--- src/rtl/hqp_pkg.sv ---
package hqp_pkg;
  typedef enum logic [1:0] {
    SWM_CMD = 2'd0,
    SWM_PKT = 2'd1,
    SWM_EXT = 2'd2,
    SWM_RSV = 2'd3
  } sw_mode_e;

  localparam logic [2:0] RA_BASE  = 3'd0;
  localparam logic [2:0] RA_SAVE  = 3'd1;
  localparam logic [2:0] RA_DBELL = 3'd2;
  localparam logic [2:0] RA_CTRL  = 3'd3;
  localparam logic [2:0] RA_MODE  = 3'd4;

  localparam int CTRL_ACT_BIT = 0;
  localparam int CTRL_MAP_BIT = 1;
endpackage

--- src/rtl/hqp_slot.sv ---
module hqp_slot
  import hqp_pkg::*;
#(
  parameter int DATA_W = 32
) (
  input  logic              clk,
  input  logic              rst_n,
  input  logic              wr_en,
  input  logic [2:0]        addr,
  input  logic [DATA_W-1:0] wdata,
  input  logic              hold_i,
  output logic [DATA_W-1:0] rdata,
  output logic              elig_o
);
  logic [DATA_W-1:0] base_q, base_d, save_q, save_d, dbell_q, dbell_d;
  logic              mapped_q, mapped_d, req_q, req_d, sts_q, sts_d;
  logic              desc_ok;

  assign desc_ok = wr_en && !sts_q;

  always_comb begin
    base_d   = base_q;
    save_d   = save_q;
    dbell_d  = dbell_q;
    mapped_d = mapped_q;
    req_d    = req_q;
    if (desc_ok && addr == RA_BASE)  base_d  = wdata;
    if (desc_ok && addr == RA_SAVE)  save_d  = wdata;
    if (desc_ok && addr == RA_DBELL) dbell_d = wdata;
    if (wr_en && addr == RA_CTRL) begin
      mapped_d = wdata[CTRL_MAP_BIT];
      req_d    = wdata[CTRL_MAP_BIT] && wdata[CTRL_ACT_BIT];
    end
    sts_d = req_d || (sts_q && hold_i);
  end

  always_ff @(posedge clk or negedge rst_n) begin
    if (!rst_n) begin
      base_q   <= '0;
      save_q   <= '0;
      dbell_q  <= '0;
      mapped_q <= 1'b0;
      req_q    <= 1'b0;
      sts_q    <= 1'b0;
    end else begin
      if (desc_ok) begin
        base_q  <= base_d;
        save_q  <= save_d;
        dbell_q <= dbell_d;
      end
      mapped_q <= mapped_d;
      req_q    <= req_d;
      sts_q    <= sts_d;
    end
  end

  always_comb begin
    rdata = '0;
    case (addr)
      RA_BASE:  rdata = base_q;
      RA_SAVE:  rdata = save_q;
      RA_DBELL: rdata = dbell_q;
      RA_CTRL: begin
        rdata[CTRL_MAP_BIT] = mapped_q;
        rdata[CTRL_ACT_BIT] = sts_q;
      end
      default:  rdata = '0;
    endcase
  end

  assign elig_o = sts_q && req_q;

  assert_desc_frozen_R7: assert property (@(posedge clk) disable iff (!rst_n)
    sts_q |=> $stable({base_q, save_q, dbell_q}));
  assert_rise_needs_map_R8: assert property (@(posedge clk) disable iff (!rst_n)
    $rose(sts_q) |-> mapped_q);
  assert_fall_at_boundary_R6: assert property (@(posedge clk) disable iff (!rst_n)
    $fell(sts_q) |-> $past(!hold_i));
endmodule

--- src/rtl/hqp_rr.sv ---
module hqp_rr #(
  parameter int NQ = 2,
  parameter int QW = 1
) (
  input  logic [NQ-1:0] req,
  input  logic [QW-1:0] last,
  output logic          found,
  output logic [QW-1:0] pick
);
  always_comb begin
    found = 1'b0;
    pick  = last;
    for (int off = NQ; off >= 1; off--) begin
      if (req[(int'(last) + off) % NQ]) begin
        found = 1'b1;
        pick  = QW'((int'(last) + off) % NQ);
      end
    end
  end
endmodule

--- src/rtl/hqp_pipe.sv ---
module hqp_pipe
  import hqp_pkg::*;
#(
  parameter int NQ     = 2,
  parameter int CMD_W  = 16,
  parameter int DATA_W = 32,
  parameter int QW     = 1
) (
  input  logic              clk,
  input  logic              rst_n,
  input  logic              fw_we,
  input  logic [QW-1:0]     fw_queue,
  input  logic [2:0]        fw_addr,
  input  logic [DATA_W-1:0] fw_wdata,
  output logic [DATA_W-1:0] rdata,
  input  logic              sched_req,
  input  logic [NQ-1:0]     cmd_valid,
  input  logic [NQ*CMD_W-1:0] cmd_data,
  output logic [NQ-1:0]     cmd_ready,
  output logic              iss_valid,
  output logic [CMD_W-1:0]  iss_data,
  output logic [QW-1:0]     iss_qid,
  output logic              idle
);
  localparam int EOP_BIT = CMD_W - 1;
  localparam int SW_BIT  = CMD_W - 2;

  logic [QW-1:0]     cur_q, cur_d, rr_pick;
  logic              cur_valid_q, cur_valid_d, in_pkt_q, in_pkt_d;
  logic              sw_pend_q, sw_pend_d, rr_found;
  sw_mode_e          mode_q, mode_d;
  logic [NQ-1:0]     elig;
  logic [DATA_W-1:0] slot_rd [NQ];
  logic [CMD_W-1:0]  cur_word;
  logic              need_resel, rdy_any, accept, boundary, mode_we;

  for (genvar g = 0; g < NQ; g++) begin : g_slot
    hqp_slot #(.DATA_W(DATA_W)) slot_i (
      .clk(clk), .rst_n(rst_n),
      .wr_en(fw_we && fw_queue == QW'(g) && fw_addr != RA_MODE),
      .addr(fw_addr), .wdata(fw_wdata),
      .hold_i(cur_valid_q && cur_q == QW'(g) && in_pkt_d),
      .rdata(slot_rd[g]), .elig_o(elig[g])
    );
    assign cmd_ready[g] = rdy_any && cur_q == QW'(g);
  end

  hqp_rr #(.NQ(NQ), .QW(QW)) rr_i (
    .req(elig), .last(cur_q), .found(rr_found), .pick(rr_pick)
  );

  assign cur_word   = cmd_data[int'(cur_q)*CMD_W +: CMD_W];
  assign need_resel = !in_pkt_q && (sw_pend_q || !cur_valid_q || !elig[cur_q]);
  assign rdy_any    = cur_valid_q && !need_resel;
  assign accept     = rdy_any && cmd_valid[cur_q];
  assign boundary   = cur_word[EOP_BIT] || (cur_word[SW_BIT] && mode_q == SWM_CMD);
  assign mode_we    = fw_we && fw_addr == RA_MODE;

  always_comb begin
    cur_d       = cur_q;
    cur_valid_d = cur_valid_q;
    in_pkt_d    = in_pkt_q;
    sw_pend_d   = sw_pend_q;
    mode_d      = mode_q;
    if (need_resel) begin
      cur_valid_d = rr_found;
      if (rr_found) cur_d = rr_pick;
      sw_pend_d = 1'b0;
    end
    if (accept) begin
      in_pkt_d = !boundary;
      if (mode_q == SWM_CMD && cur_word[SW_BIT]) sw_pend_d = 1'b1;
      if (mode_q == SWM_PKT && boundary) sw_pend_d = 1'b1;
    end
    if ((mode_q == SWM_EXT || mode_q == SWM_RSV) && sched_req) sw_pend_d = 1'b1;
    if (mode_we) mode_d = sw_mode_e'(fw_wdata[1:0]);
  end

  always_ff @(posedge clk or negedge rst_n) begin
    if (!rst_n) begin
      cur_q       <= QW'(NQ - 1);
      cur_valid_q <= 1'b0;
      in_pkt_q    <= 1'b0;
      sw_pend_q   <= 1'b0;
      mode_q      <= SWM_CMD;
      iss_valid   <= 1'b0;
      iss_data    <= '0;
      iss_qid     <= '0;
    end else begin
      cur_q       <= cur_d;
      cur_valid_q <= cur_valid_d;
      in_pkt_q    <= in_pkt_d;
      sw_pend_q   <= sw_pend_d;
      mode_q      <= mode_d;
      iss_valid   <= accept;
      if (accept) begin
        iss_data <= cur_word;
        iss_qid  <= cur_q;
      end
    end
  end

  assign idle = !cur_valid_q;

  always_comb begin
    rdata = '0;
    if (fw_addr == RA_MODE) rdata[1:0] = mode_q;
    else if (int'(fw_queue) < NQ) rdata = slot_rd[fw_queue];
  end

  assert_one_queue_R1: assert property (@(posedge clk) disable iff (!rst_n)
    $onehot0(cmd_ready));
  assert_ready_eligible_R2: assert property (@(posedge clk) disable iff (!rst_n)
    (|cmd_ready) |-> (in_pkt_q || elig[cur_q]));
  assert_idle_quiet_R9: assert property (@(posedge clk) disable iff (!rst_n)
    idle |-> cmd_ready == '0);
  assert_issue_follows_R11: assert property (@(posedge clk) disable iff (!rst_n)
    (|(cmd_ready & cmd_valid)) |=> (iss_valid && iss_qid == $past(cur_q)));
endmodule

--- src/rtl/hqp_sched.sv ---
module hqp_sched #(
  parameter int NUM_PIPES = 2,
  parameter int NUM_Q     = 2,
  parameter int CMD_W     = 16,
  parameter int DATA_W    = 32,
  localparam int PW = (NUM_PIPES > 1) ? $clog2(NUM_PIPES) : 1,
  localparam int QW = (NUM_Q > 1) ? $clog2(NUM_Q) : 1
) (
  input  logic                         clk,
  input  logic                         rst_n,
  input  logic                         fw_we,
  input  logic [PW-1:0]                fw_pipe,
  input  logic [QW-1:0]                fw_queue,
  input  logic [2:0]                   fw_addr,
  input  logic [DATA_W-1:0]            fw_wdata,
  output logic [DATA_W-1:0]            fw_rdata,
  input  logic [NUM_PIPES-1:0]         sched_req,
  input  logic [NUM_PIPES*NUM_Q-1:0]   cmd_valid,
  input  logic [NUM_PIPES*NUM_Q*CMD_W-1:0] cmd_data,
  output logic [NUM_PIPES*NUM_Q-1:0]   cmd_ready,
  output logic [NUM_PIPES-1:0]         iss_valid,
  output logic [NUM_PIPES*CMD_W-1:0]   iss_data,
  output logic [NUM_PIPES*QW-1:0]      iss_qid,
  output logic [NUM_PIPES-1:0]         pipe_idle
);
  logic              rst_meta_q, rst_sync_n;
  logic [DATA_W-1:0] pipe_rd [NUM_PIPES];

  always_ff @(posedge clk or negedge rst_n) begin
    if (!rst_n) begin
      rst_meta_q <= 1'b0;
      rst_sync_n <= 1'b0;
    end else begin
      rst_meta_q <= 1'b1;
      rst_sync_n <= rst_meta_q;
    end
  end

  for (genvar p = 0; p < NUM_PIPES; p++) begin : g_pipe
    hqp_pipe #(.NQ(NUM_Q), .CMD_W(CMD_W), .DATA_W(DATA_W), .QW(QW)) pipe_i (
      .clk(clk), .rst_n(rst_sync_n),
      .fw_we(fw_we && fw_pipe == PW'(p)),
      .fw_queue(fw_queue), .fw_addr(fw_addr), .fw_wdata(fw_wdata),
      .rdata(pipe_rd[p]), .sched_req(sched_req[p]),
      .cmd_valid(cmd_valid[p*NUM_Q +: NUM_Q]),
      .cmd_data(cmd_data[p*NUM_Q*CMD_W +: NUM_Q*CMD_W]),
      .cmd_ready(cmd_ready[p*NUM_Q +: NUM_Q]),
      .iss_valid(iss_valid[p]),
      .iss_data(iss_data[p*CMD_W +: CMD_W]),
      .iss_qid(iss_qid[p*QW +: QW]),
      .idle(pipe_idle[p])
    );
  end

  assign fw_rdata = (int'(fw_pipe) < NUM_PIPES) ? pipe_rd[fw_pipe] : '0;
endmodule

--- config.mk ---
export PLATFORM = sky130hd
export DESIGN_NAME = hqp_sched
export DESIGN_NICKNAME = d
export VERILOG_FILES = /design/src/rtl/hqp_pkg.sv /design/src/rtl/hqp_slot.sv /design/src/rtl/hqp_rr.sv /design/src/rtl/hqp_pipe.sv /design/src/rtl/hqp_sched.sv
export SDC_FILE = /design/constraint.sdc
export NUM_CORES = 1
export LEC_CHECK = 0
export BUFFER_PORTS_ARGS = -buffer_cell sky130_fd_sc_hd__buf_2
export CORE_UTILIZATION = 38
export CTS_CLUSTER_DIAMETER = 200
export DETAILED_ROUTE_END_ITERATION = 12
export GPL_TIMING_DRIVEN = 0
export PLACE_DENSITY = 0.61
export SLEW_MARGIN = 20
export SYNTH_ARGS = -nofsm -noshare
export SYNTH_HDL_FRONTEND = slang
export SYNTH_SLANG_ARGS = --single-unit
--- constraint.sdc ---
create_clock -name clk -period 18.85 [get_ports clk]
set_clock_uncertainty 0.05 [all_clocks]
set_input_delay 2.8275 -clock clk [delete_from_list [all_inputs] [get_ports clk]]
set_output_delay 2.8275 -clock clk [all_outputs]
set_load 0.1 [all_outputs]
# Word level (Yosys, flattened, before mapping)
# Cells that the tools add are included.
# classes
shifts	2
n_bitwise	10
eq_ne	11
n_reduce_logical	110
add_sub_neg	4
n_mux	65
magnitude_cmp	8
# ops
cell	count
case mux 30 bit (3 select lines)	4
two-way mux 32 bit	9
logical AND 1 bit	65
indexed part select 32 x 6 -> 16 bit	2
two-way mux 30 bit	2
two-way mux 1 bit	44
case mux 2 bit (4 select lines)	4
AND reduction 2 bit	12
logical NOT 1 bit	14
logical OR 1 bit	12
< comparator 2 x 3 -> 1 bit, second input constant	4
equality test 2 bit, second input constant	4
equality test 3 x 2 -> 1 bit, second input constant	2
AND reduction 3 bit	2
adder 1 bit, second input constant	4
bitwise AND 1 bit, first input constant	4
equality test 2 x 1 -> 1 bit, second input constant	2
greater-or-equal comparator 2 bit, second input constant	2
logical NOT 2 bit	2
< comparator 1 x 2 -> 1 bit, second input constant	2
two-way mux 2 bit	2
NOT 1 bit	4
NOT 1 -> 2 bit	2
nonzero test 2 bit	2
other kinds (4)	4
# word_totals
out_inout_bits	74
input_bits	110
register_bits	446
elab_cells	252

# Logic depth before layout (Yosys ltp)
# logic_depth
word_depth	13
depth_mapped	9
mapped_depth_nobuf	5

# By module
# From an unflattened synthesis, not the netlist that was laid out.
# unflattened
cells_unflattened	1827
area_unflattened_um2	23655.2
# modules_own_cells
mod	n_inst	area_per_inst_um2	cells_each
hqp_slot	4	4857.2	358
hqp_pipe	2	1794.2	174
hqp_sched	1	598.1	41
hqp_rr	2	20.0	3

# Least setup slack after synthesis
# No wires, ideal clock.
# synth_path
kind	input-to-output
from	in fw_addr[0]
to	out fw_rdata[0]
cell_stages	6
n_path_buf	2
t_arrival_ps	6676
required_ps	15972
slack_ps	9296
cell_sequence	buf_6 -> buf_6 -> nor3b_1 -> nand2_1 -> nor3b_1 -> nor4bb_1
# synth_between
elab_chain_len	9
# synth_lines
item	line	text
start, declared	hqp_sched.sv:14	input logic [2:0] fw_addr,
equality test 3 x 2 -> 1 bit (tied with other cells)	hqp_slot.sv:59	case (addr)
case mux 2 bit (4 select lines)	hqp_slot.sv:59	
two-way mux 32 bit (implied by the code) (3 in a row)	hqp_pipe.sv:108	else if (int'(fw_queue) < NQ) rdata = slot_rd[fw_queue];
two-way mux 2 bit	hqp_pipe.sv:107	if (fw_addr == RA_MODE) rdata[1:0] = mode_q;
two-way mux 32 bit (implied by the code) * (3 in a row)	hqp_sched.sv:55	assign fw_rdata = (int'(fw_pipe) < NUM_PIPES) ? pipe_rd[fw_pipe] : '0;
end, declared	hqp_sched.sv:16	output logic [DATA_W-1:0] fw_rdata,
# Mark *: on every way between the ends. The rest lies on a longest branch, timed or not. The select of a mux whose other input is x is not followed.

# Worst setup path in the final report
# layout_path
from	in fw_addr[1]
to	out fw_rdata[21]
# layout_between
elab_chain_len	9
# layout_lines
item	line
equality test 3 x 2 -> 1 bit (tied with other cells)	hqp_slot.sv:59
case mux 30 bit (3 select lines)	hqp_slot.sv:59
two-way mux 32 bit (implied by the code) (3 in a row)	hqp_pipe.sv:108
two-way mux 30 bit	hqp_pipe.sv:107
two-way mux 32 bit (implied by the code) * (3 in a row)	hqp_sched.sv:55
# Marked as above.

==> impl_metrics.ini <==
[drt]
drtPass1Iterations = 5
drt_iter0_markers = 802
wl_um = 56360
viasPerCell = 5.417
wl_per_cell_um = 21.15
drc_errors = 0
vias = 14440
postRouteAntennaNets = 0

[die]
core_um2 = 54030
rows = 85
die_y_um = 236.2
io-pin-count = 184
initial_core_util = 0.3858
dieArea_um2 = 55790
fp.dieW_um = 236.2

[clocking]
cts.sinks = 446
cts_setup_buffers = 0
cts_buffer_depth = 3
clkLatencyLatePin_ns = 0.58
path_clk_slew_ns = 0.06
cts_tree = yes
cts_root_buf = clkbuf_16
h-tree-depth = 2
postCtsHoldBufs = 0
numCtsBuffers = 50
post_cts_resize_count = 0

[global_routing]
antenna_found_initial = 3
grt_pass1_vias = 15130
overflow = 0
grt_start_max_net_pins = 59
grt_pass1_wl_um = 88490
grt_usage = 0.2040

[yosys]
synthesis.nets = 1799
post_synth.cell_area_avg_um2 = 12.34
synth_warnings = 0
async_reset_ff_frac = 1.000
synthFlopType = dfrtp_1
synth_area_um2 = 20840
synthCells = 1689
ys_types = 48
synth_edf_count = 0
ys_top_cells_by_count = 444 x dfrtp_1, 395 x mux2_2, 169 x nand2_1
ys_seq_elements = 446
yosysMostFrequentCell = dfrtp_1
synth-seq-area-share = 0.5356
synth_top_area_frac = 0.5330
synth_largest_area_cell = dfrtp_1
synth.area.top_cells = dfrtp_1 53%, mux2_2 21%, mux2i_1 7.6%

[power_and_ir_drop]
p_leak_nw = 11.35
p_sw_frac = 0.2777
p_sw_mw = 0.7473
power_frac_clock = 0.367
power_density_nw_per_um2 = 109.9
power_frac_comb = 0.180
vdd_drop_max_mv = 0.07372
internal-power_mw = 1.944
seq_power_share = 0.453

[run_status]
status = complete, no violations

[min_path]
min_path_cells = 0
min_from = rst_meta_q$_DFF_PN0_
holdPathEnd = rst_sync_n$_DFF_PN0_
min_path_type = flop to flop

[sta]
setup_tns_ns = 0
hold_violations = 0
post-route-min-period_ns = 8.301
post-route-period-util = 0.4404
worst_slew_pin_slew_ns = 0.8454
setup_violations = 0
rsz0062_at_grt = no
fmax_mhz = 120.5
max-slew-margin-rel = 0.4364
slew_violations = 0

[setup_path]
start_kind = input pin
worstPathMaxFanout = 10
critPathTopFamily = buffers and inverters
r2r-start = g_pipe[0].pipe_i.cur_q$_DFFE_PN1P_
cp_slowest_stage_delay_ns = 0.57
startpoint = fw_addr[1]
crit_type = input pin to output pin
arrival_ns = 5.42
r2r-end = g_pipe[0].pipe_i.iss_data[13]$_DFFE_PN0N_
crit_required_ns = 15.97
critPathBufInv = 5
cp_slowest_cell = clkbuf_1
ff2ff_path_depth = 6
reg2reg_slack_ns = 16.68
crit_path_cell_trace = buf_2, nor2b_1, buf_2, buf_2, clkbuf_1, nand2_1, o211ai_1, o21ai_0, o22ai_1, buf_2
endpoint_kind = output pin
critPathMostFrequentCell = buf_2

[finish]
nets = 2040
drive_gt1_frac = 0.3770
multi_input_area_um2 = 8860
regArea_um2 = 11170
utilization = 0.4533
num-fill-cells = 4932
synthToLayoutAreaGrowth_pct = 17.50

[placement]
globalplace.congestion = 0.8514
hpwl_um = 39190
numPortBuffers = 181

[job]
drv_cap = 0
## layout by cell type (no fill, tap or decap), types with 3 or more instances in the layout
cell type and count:
o21ai_0 157, mux2_2 395, mux2i_1 158, buf_1 8, nand2b_1 6, buf_4 24
buf_16 6, nor2_1 14, clkbuf_1 89, clkinv_2 12, clkbuf_16 50, nor2b_1 7
a21oi_1 9, mux2_1 3, a31oi_1 5, o22ai_1 32, o21bai_1 6, o211ai_1 63
bufinv_16 5, a221o_1 4, inv_1 11, nor3_1 3, clkbuf_8 8, dfrtp_1 443
nand3_1 9, buf_6 8, a221oi_1 5, buf_2 216, nand2_1 169
## stage by stage
step / power, mW / hold slack [ns] / setup WS [ns] / instances / area, µm²
final: 2.691 / 0.3015 / 10.55 / 2665 / 24490
after global routing: 2.819 / 0.3050 / 10.43 / 2665 / 24490
after global placement: 1.692 / 0.2876 / 0.5469 / 2566 / 22620
after floorplan: 1.585 / 0.2812 / 5.452 / 1689 / 20840
after CTS: 2.719 / 0.3048 / 10.62 / 2664 / 24490
after detailed placement: 1.722 / 0.2928 / 10.63 / 2574 / 22830
## power by group through the flow
stage | registers, mW | logic [mW] | clock network, mW
2_1_floorplan | 1.23 | 0.359 | 0
3_3_place_gp | 1.24 | 0.449 | 0
3_5_place_dp | 1.23 | 0.487 | 0
4_1_cts | 1.22 | 0.489 | 1.01
5_1_grt | 1.24 | 0.528 | 1.05
6_report | 1.22 | 0.484 | 0.987
## routing by layer
layer	track usage	share of wire
met2	0.3379	0.48
met1	0.2769	0.45
met3	0.03347	0.051
met4	0.05352	0.024
met5	0	0.00012
## worst max path at each step
stage,slack (ns),end,cells past startpoint
after floorplan,5.45,g_pipe[0].pipe_i.cur_valid_q$_DFFE_PN0P_,0
after global placement,0.55,g_pipe[0].pipe_i.iss_data[6]$_DFFE_PN0N_,0
after detailed placement,10.63,fw_rdata[21],10
after CTS,10.62,fw_rdata[21],10
after global routing,10.43,fw_rdata[21],10
final,10.55,fw_rdata[21],10
## cell families (layout without fill, tap and decap cells)
kind of cell           Yosys count  after routing  synth area share
muxes                          558            558            0.2931
DFF                            446            446            0.5356
other                            1              2         0.0001799
buffers and inverters          166            445           0.03938
and+or+nand+nor                224            224           0.04682
AOI/OAI and AO/OA              294            294           0.08500
## registers in the layout, indices dropped and copies added (netlist names)
signal / flops
rst_meta_q: 1
g_pipe.pipe_i.iss_qid: 2
g_pipe.pipe_i.mode_q: 4
rst_sync_n: 1
g_pipe.pipe_i.g_slot.slot_i.dbell_q: 128
g_pipe.pipe_i.in_pkt_q: 2
g_pipe.pipe_i.cur_valid_q: 2
g_pipe.pipe_i.g_slot.slot_i.req_q: 4
g_pipe.pipe_i.g_slot.slot_i.mapped_q: 4
g_pipe.pipe_i.iss_data: 32
g_pipe.pipe_i.g_slot.slot_i.base_q: 128
g_pipe.pipe_i.g_slot.slot_i.sts_q: 4
g_pipe.pipe_i.iss_valid: 2
g_pipe.pipe_i.g_slot.slot_i.save_q: 128
g_pipe.pipe_i.cur_q: 2
g_pipe.pipe_i.sw_pend_q: 2
## final cells by class
class                      count  share of cell area
clock buffer                  68             0.05711
tap                          696             0.03556
timing repair buffer         189             0.04536
buffer                       155             0.03183
sequential                   446              0.4559
clock inverter                22             0.01068
inverter                      11            0.001686
multi-input combinational   1077              0.3617
antenna                        1           0.0001022
No activity file was read; power rests on OpenSTA's default activity.
